[config.mk]
export PLATFORM = sky130hd
export DESIGN_NAME = i2c_byte_master
export DESIGN_NICKNAME = d
export VERILOG_FILES = /design/src/rtl/i2cb_pkg.sv /design/src/rtl/i2cb_seg_timer.sv /design/src/rtl/i2cb_engine.sv /design/src/rtl/i2c_byte_master.sv
export SDC_FILE = /design/constraint.sdc
export NUM_CORES = 1
export LEC_CHECK = 0
export BUFFER_PORTS_ARGS = -buffer_cell sky130_fd_sc_hd__clkbuf_2
export CAP_MARGIN = 20
export CORE_MARGIN = 1
export CORE_UTILIZATION = 35
export DETAILED_ROUTE_END_ITERATION = 8
export GPL_TIMING_DRIVEN = 0
export MAX_ROUTING_LAYER = met4
export PLACE_DENSITY = 0.51
export SETUP_SLACK_MARGIN = 0.1
export SYNTH_ARGS = -nofsm -noshare
export SYNTH_HDL_FRONTEND = slang
export SYNTH_SLANG_ARGS = --single-unit
[constraint.sdc]
create_clock -name clk -period 6.15 [get_ports clk]
set_clock_uncertainty 0.05 [all_clocks]
set_input_delay 0.3075 -clock clk [delete_from_list [all_inputs] [get_ports clk]]
set_output_delay 0.3075 -clock clk [all_outputs]
set_load 0.005 [all_outputs]
[src/rtl/i2cb_pkg.sv]
package i2cb_pkg;
  typedef enum logic [3:0] {
    S_IDLE, S_HOLD, S_RSLO, S_STA, S_STB, S_BLO, S_BHI, S_SPA, S_SPB, S_SPC
  } eng_st_t;

  localparam logic [2:0] A_CTRL = 3'd0;
  localparam logic [2:0] A_STAT = 3'd1;
  localparam logic [2:0] A_DATA = 3'd2;
  localparam logic [2:0] A_DIV  = 3'd3;
  localparam logic [2:0] A_TIME = 3'd4;

  localparam int CB_RST = 0;
  localparam int CB_EN  = 1;
  localparam int CB_XEN = 2;
  localparam int CB_STA = 3;
  localparam int CB_STO = 4;
  localparam int CB_NAK = 5;
endpackage

[src/rtl/i2cb_seg_timer.sv]
module i2cb_seg_timer #(
  parameter int DIV_W = 18,
  parameter int GSR_W = 8
) (
  input  logic             clk,
  input  logic             rst_n,
  input  logic             clr,
  input  logic             nxt_hi,
  input  logic             nxt_short,
  input  logic [DIV_W-1:0] div_cnt,
  input  logic [GSR_W-1:0] gsr,
  output logic             seg_done
);
  localparam int TW = DIV_W + 2;

  logic [TW-1:0] cnt_q, cnt_d, seg_len;

  assign seg_done = (cnt_q == '0);

  always_comb begin
    seg_len = TW'(div_cnt) + TW'(2) + (nxt_hi ? TW'(gsr) : '0);
    if (clr)            cnt_d = '0;
    else if (seg_done)  cnt_d = nxt_short ? '0 : seg_len - TW'(1);
    else                cnt_d = cnt_q - TW'(1);
  end

  always_ff @(posedge clk or negedge rst_n)
    if (!rst_n) cnt_q <= '0;
    else        cnt_q <= cnt_d;

  p_count_down_r1: assert property (@(posedge clk) disable iff (!rst_n)
    (!clr && cnt_q != '0) |=> (cnt_q == $past(cnt_q) - TW'(1)));
endmodule

[src/rtl/i2cb_engine.sv]
module i2cb_engine
  import i2cb_pkg::*;
(
  input  logic       clk,
  input  logic       rst_n,
  input  logic       srst,
  input  logic       go,
  input  logic       c_sta,
  input  logic       c_sto,
  input  logic       c_nak,
  input  logic [7:0] tx_byte,
  input  logic       seg_done,
  input  logic       sda_i,
  output logic       nxt_hi,
  output logic       nxt_short,
  output logic       idle,
  output logic       scl_oe,
  output logic       sda_oe,
  output logic       done,
  output logic       rx_flag,
  output logic       nak_flag,
  output logic [7:0] rx_byte
);
  eng_st_t    st_q, st_d;
  logic [3:0] bit_q;
  logic [7:0] sh_q;
  logic       smp_q, nak_q, rdm_q, f_sto_q, f_nak_q, f_rx_q;
  logic       last;

  assign last = (bit_q == 4'd8);

  always_comb begin
    st_d = st_q;
    if (seg_done) begin
      case (st_q)
        S_IDLE:  if (go) st_d = c_sta ? S_STA  : S_BLO;
        S_HOLD:  if (go) st_d = c_sta ? S_RSLO : S_BLO;
        S_RSLO:  st_d = S_STA;
        S_STA:   st_d = S_STB;
        S_STB:   st_d = S_BLO;
        S_BLO:   st_d = S_BHI;
        S_BHI:   st_d = !last ? S_BLO : (f_sto_q ? S_SPA : S_HOLD);
        S_SPA:   st_d = S_SPB;
        S_SPB:   st_d = S_SPC;
        S_SPC:   st_d = S_IDLE;
        default: st_d = S_IDLE;
      endcase
    end
    if (srst) st_d = S_IDLE;
  end

  assign nxt_hi    = st_d inside {S_STA, S_STB, S_BHI, S_SPB, S_SPC};
  assign nxt_short = st_d inside {S_IDLE, S_HOLD};
  assign idle      = st_q inside {S_IDLE, S_HOLD};
  assign scl_oe    = st_q inside {S_HOLD, S_RSLO, S_BLO, S_SPA};
  assign done      = seg_done && !srst &&
                     ((st_q == S_BHI && last && !f_sto_q) || st_q == S_SPC);

  always_comb begin
    case (st_q)
      S_STB, S_SPA, S_SPB: sda_oe = 1'b1;
      S_BLO, S_BHI:        sda_oe = !last ? (!f_rx_q && !sh_q[7]) : (f_rx_q && !f_nak_q);
      default:             sda_oe = 1'b0;
    endcase
  end

  always_ff @(posedge clk or negedge rst_n) begin
    if (!rst_n) begin
      st_q <= S_IDLE; bit_q <= '0; sh_q <= '0; smp_q <= 1'b0; nak_q <= 1'b0;
      rdm_q <= 1'b0; f_sto_q <= 1'b0; f_nak_q <= 1'b0; f_rx_q <= 1'b0;
    end else begin
      st_q <= st_d;
      if (srst) begin
        rdm_q <= 1'b0;
        bit_q <= '0;
      end else if (go) begin
        bit_q   <= '0;
        sh_q    <= tx_byte;
        f_sto_q <= c_sto;
        f_nak_q <= c_nak;
        f_rx_q  <= !c_sta && rdm_q;
        if (c_sta) rdm_q <= tx_byte[0];
      end else if (seg_done && st_q == S_BLO) begin
        if (!last) smp_q <= sda_i;
        else       nak_q <= sda_i;
      end else if (seg_done && st_q == S_BHI && !last) begin
        sh_q  <= {sh_q[6:0], smp_q};
        bit_q <= bit_q + 4'd1;
      end
    end
  end

  assign rx_flag  = f_rx_q;
  assign nak_flag = nak_q;
  assign rx_byte  = sh_q;

  p_sda_steady_r6: assert property (@(posedge clk) disable iff (!rst_n)
    (st_q == S_BHI && $past(st_q) == S_BHI) |-> $stable(sda_oe));
  p_start_edge_r5: assert property (@(posedge clk) disable iff (!rst_n)
    (!scl_oe && !$past(scl_oe) && $rose(sda_oe)) |-> (st_q == S_STB));
endmodule

[src/rtl/i2c_byte_master.sv]
module i2c_byte_master
  import i2cb_pkg::*;
#(
  parameter int DIV_W      = 18,
  parameter int GSR_W      = 8,
  parameter int TSR_W      = 8,
  parameter int RST_CYCLES = 4
) (
  input  logic             clk,
  input  logic             rst_n,
  input  logic             bus_wr,
  input  logic [2:0]       bus_addr,
  input  logic [DIV_W-1:0] bus_wdata,
  output logic [DIV_W-1:0] bus_rdata,
  output logic             scl_oe,
  output logic             sda_oe,
  input  logic             sda_i
);
  localparam int BW  = DIV_W;
  localparam int RCW = $clog2(RST_CYCLES + 1);

  logic [7:0]       data_q, data_d;
  logic [DIV_W-1:0] div_q;
  logic [GSR_W-1:0] gsr_q;
  logic [TSR_W-1:0] tsr_q;
  logic             dt_q, dr_q, nakc_q, dt_d, dr_d, nakc_d;
  logic [RCW-1:0]   rcnt_q, rcnt_d;
  logic             srst, wr_ctrl, go, e_idle, e_done, e_rx, e_nak;
  logic             seg_done, nxt_hi, nxt_short;
  logic [7:0]       e_rxb;

  assign srst    = (rcnt_q != '0);
  assign wr_ctrl = bus_wr && bus_addr == A_CTRL;
  assign go      = wr_ctrl && !bus_wdata[CB_RST] && bus_wdata[CB_EN] &&
                   bus_wdata[CB_XEN] && e_idle && !srst;

  i2cb_seg_timer #(.DIV_W(DIV_W), .GSR_W(GSR_W)) u_tmr (
    .clk, .rst_n, .clr(srst), .nxt_hi, .nxt_short,
    .div_cnt(div_q), .gsr(gsr_q), .seg_done
  );

  i2cb_engine u_eng (
    .clk, .rst_n, .srst, .go,
    .c_sta(bus_wdata[CB_STA]), .c_sto(bus_wdata[CB_STO]), .c_nak(bus_wdata[CB_NAK]),
    .tx_byte(data_q), .seg_done, .sda_i, .nxt_hi, .nxt_short,
    .idle(e_idle), .scl_oe, .sda_oe, .done(e_done),
    .rx_flag(e_rx), .nak_flag(e_nak), .rx_byte(e_rxb)
  );

  always_comb begin
    rcnt_d = rcnt_q;
    if (wr_ctrl && bus_wdata[CB_RST]) rcnt_d = RCW'(RST_CYCLES);
    else if (srst)                    rcnt_d = rcnt_q - RCW'(1);
    {dt_d, dr_d, nakc_d} = {dt_q, dr_q, nakc_q};
    if (srst || go)  {dt_d, dr_d, nakc_d} = 3'b000;
    else if (e_done) {dt_d, dr_d, nakc_d} = {!e_rx, e_rx, e_nak};
    data_d = data_q;
    if (e_done && e_rx)                   data_d = e_rxb;
    else if (bus_wr && bus_addr == A_DATA) data_d = bus_wdata[7:0];
  end

  always_ff @(posedge clk or negedge rst_n) begin
    if (!rst_n) begin
      rcnt_q <= '0; dt_q <= 1'b0; dr_q <= 1'b0; nakc_q <= 1'b0;
      data_q <= '0; div_q <= '0; gsr_q <= '0; tsr_q <= '0;
    end else begin
      rcnt_q <= rcnt_d;
      dt_q   <= dt_d;
      dr_q   <= dr_d;
      nakc_q <= nakc_d;
      data_q <= data_d;
      if (bus_wr && bus_addr == A_DIV) div_q <= bus_wdata;
      if (bus_wr && bus_addr == A_TIME) begin
        gsr_q <= bus_wdata[GSR_W-1:0];
        tsr_q <= bus_wdata[GSR_W +: TSR_W];
      end
    end
  end

  always_comb begin
    bus_rdata = '0;
    case (bus_addr)
      A_CTRL: bus_rdata[0] = srst;
      A_STAT: bus_rdata[3:0] = {!e_idle, nakc_q, dr_q, dt_q};
      A_DATA: bus_rdata[7:0] = data_q;
      A_DIV:  bus_rdata = div_q;
      A_TIME: bus_rdata[GSR_W+TSR_W-1:0] = {tsr_q, gsr_q};
      default: bus_rdata = '0;
    endcase
  end

  p_status_excl_r7: assert property (@(posedge clk) disable iff (!rst_n)
    !(dt_q && dr_q));
  p_srst_release_r3: assert property (@(posedge clk) disable iff (!rst_n)
    srst |=> (!scl_oe && !sda_oe));
  p_bw_fits_r2: assert final (BW >= GSR_W + TSR_W);
endmodule

==> flow_metrics.tcl <==
set metrics [dict create \
    synthesis.nets 733 \
    clock_latency_ns 0.35 \
    via_count 5179 \
    switching_share 0.460 \
    die-area_um2 18200 \
    ys_ff_latch 90 \
    relSlewSlack 0.422 \
    diodes 0 \
    cts_sinks 90 \
    grt_use_total 0.195 \
    yosysTopAreaCell "dfrtp_1" \
    min_from "bus_wdata[17]" \
    grt_pass1_wl_um 26900 \
    cts_buffers 9 \
    area_growth_pct 14.4 \
    yosys_warnings 0 \
    fmax_mhz 178 \
    ys.flop_type "dfrtp_1" \
    p_comb_frac 0.596 \
    synth_top_area_frac 0.364 \
    synthTopCellsByArea "dfrtp_1 (36%), mux2_2 (7.3%), ha_1 (6.5%)" \
    port_buffers 43 \
    place_hpwl_um 12300 \
    p_clk_frac 0.156 \
    crit_fanout 10 \
    ant_nets 0 \
    initial_core_util 0.357 \
    nFillCells 1788 \
    critPathLaunchType "flip-flop" \
    first_global_vias 5200 \
    final_util 0.409 \
    power_density_nw_per_um2 494 \
    synthArstFlopShare 1.00 \
    place_area_um2 6710 \
    antenna_found_initial 0 \
    ir_drop_mv 0.375 \
    rsz0062_at_grt "false" \
    setup_viol 0 \
    crit_start "u_tmr.cnt_q[0]" \
    ys_seq_area_frac 0.364 \
    pwr-share-seq 0.247 \
    drc 0 \
    synth_cells 675 \
    crit_type "reg2reg" \
    rows 48 \
    fin_crit_ns 5.63 \
    synth_edf_count 0 \
    yosysUniqueCellTypes 65 \
    cts_tree "built" \
    p_leak_nw 3.06 \
    clockRootBuffer "clkbuf_16" \
    nets 793 \
    final_cell_mix "dfrtp_1 (90), nor2_1 (54), nand2_1 (53), inv_1 (47), clkbuf_2 (42)" \
    coreArea_um2 17300 \
    slew_viol_final 0 \
    fin_crit_sh 0.915 \
    regToRegStartpoint "u_tmr.cnt_q[0]" \
    r2r_setup_slack_ns 0.52 \
    outcome "complete, no violations" \
    worstHoldPathType "in2reg" \
    drt_first_pass_iters 6 \
    die_h_um 135 \
    drt-total-wl_um 16300 \
    grt_max_degree 62 \
    internal-power_mw 1.88 \
    num_io_pins 45 \
    p_switching_mw 1.61 \
    maxCapViolCount 0 \
    tightest_slew_ns 0.859 \
    initialDrtViolationCount 368 \
    cp.required_ns 6.30 \
    gp_congestion 0.833 \
    netlist_area_um2 6180 \
    design_area_um2 7070 \
    clk_pin_slew_ns 0.07 \
    wl_per_cell_um 16.9 \
    clockBufferDepth 2 \
    final_common_cell "dfrtp_1" \
    htree_levels 3 \
    end_kind "flip-flop" \
    drive_above_1_share 0.180 \
    grt_overflow 0 \
    fp.dieW_um 135 \
    syn_avg_cell_area_um2 9.16 \
    hold_violations 0 \
    routed_via_density 5.37 \
    cp.arrival_ns 5.78 \
]
state kept, by name, indices dropped and copies added (netlist names), 3 cells and up:
register and cells:
gsr_q 8, u_eng.bit_q 4, tsr_q 8, rcnt_q 3
u_eng.st_q 4, u_eng.rx_byte 8, div_q 18, u_tmr.cnt_q 20
data_q 8
power groups by stage:
stage | combinational (mW) | clock [mW] | sequential (mW)
after floorplan | 1.56 | 0 | 0.832
after global placement | 2.00 | 0 | 0.862
after detailed placement | 2.02 | 0 | 0.871
after CTS | 2.05 | 0.560 | 0.861
after global routing | 2.31 | 0.581 | 0.883
final | 2.08 | 0.545 | 0.863
cell type report:
cell class,count,area [um^2],share of cell area
multi-input combinational,506,3630,0.513
sequential,90,2250,0.319
timing repair buffer,49,285,0.0404
tap,225,282,0.0398
clock buffer,10,239,0.0338
inverter,47,176,0.0250
buffer,32,160,0.0227
clock inverter,6,47.5,0.00673
timing repair:
| item | in CTS | in global routing |
|---|---|---|
| endpoints found under the hold margin | 29 | 0 |
| buffers inserted | 2 | 2 |
| setup endpoints to repair | 3 | 6 |
| pin swaps | 1 | 5 |
| gates resized for setup | 3 | 9 |
| hold buffers | 1 | 0 |
Yosys cell counts, drive strengths merged (9+ instances only):
master / count
dfrtp: 90
nor2: 56
nand2: 53
inv: 47
mux2: 40
a21oi: 39
ha: 32
o21ai: 32
nand3: 26
xnor2: 24
clkbuf: 23
xor2: 23
mux2i: 22
nor3: 14
buf: 9
nand4: 9
or3: 9
worst paths after layout:
path / end / cells past startpoint
worst max-delay path: u_tmr.cnt_q[14] / 23
worst min-delay path: div_q[17] / 2
worst max register to register: u_tmr.cnt_q[14] / 23
worst min register to register: tsr_q[0] / 1
max in group asynchronous: gsr_q[2] / 3
min in group asynchronous: div_q[17] / 2
kinds of logic after synthesis:
logic type | Yosys count | synth area share
XOR/XNOR | 47 | 0.0666
AND/OR/NAND/NOR | 227 | 0.189
multiplexers | 63 | 0.112
AO/OA/AOI/OAI | 136 | 0.145
buffers and inverters | 79 | 0.0545
flip-flops | 90 | 0.364
adder cells (fa/ha/maj) | 33 | 0.0680
routing by layer:
layer	track usage	share of wire	vias to the layer above
li1	-	-	2538
met4	0.0630	0.013	0
met1	0.260	0.48	2522
met2	0.309	0.47	102
met5	-	0	-
met3	0.0210	0.038	17
worst max-delay path: stages (launching register included):
cell      delay (ns)
dfrtp_1         0.40
inv_1           0.08
ha_1            0.17
or3b_4          0.42
or4_4           0.52
buf_6           0.15
or2_1           0.21
buf_6           0.15
o31a_1          0.34
or4_4           0.51
a21oi_4         0.18
buf_4           0.14
buf_4           0.12
nand2_1         0.06
ha_1            0.27
inv_1           0.04
ha_1            0.23
a211oi_1        0.41
nor4_2          0.11
nor2_1          0.22
a211oi_2        0.11
or3_1           0.32
a31oi_1         0.19
nor3_1          0.07
stage by stage:
stage,instances,setup WS [ns],setup TNS (ns),total power [mW],hold WS [ns]
floorplan,675,0.434,0,2.39,-0.0381
global placement,943,-0.249,-0.249,2.86,0.440
detailed placement,944,-0.244,-0.244,2.90,0.267
CTS,963,0.121,0,3.47,0.133
global route,965,0.194,0,3.78,0.148
finish,965,0.523,0,3.49,0.143
Note: power is estimated with default switching activity, not from simulation.
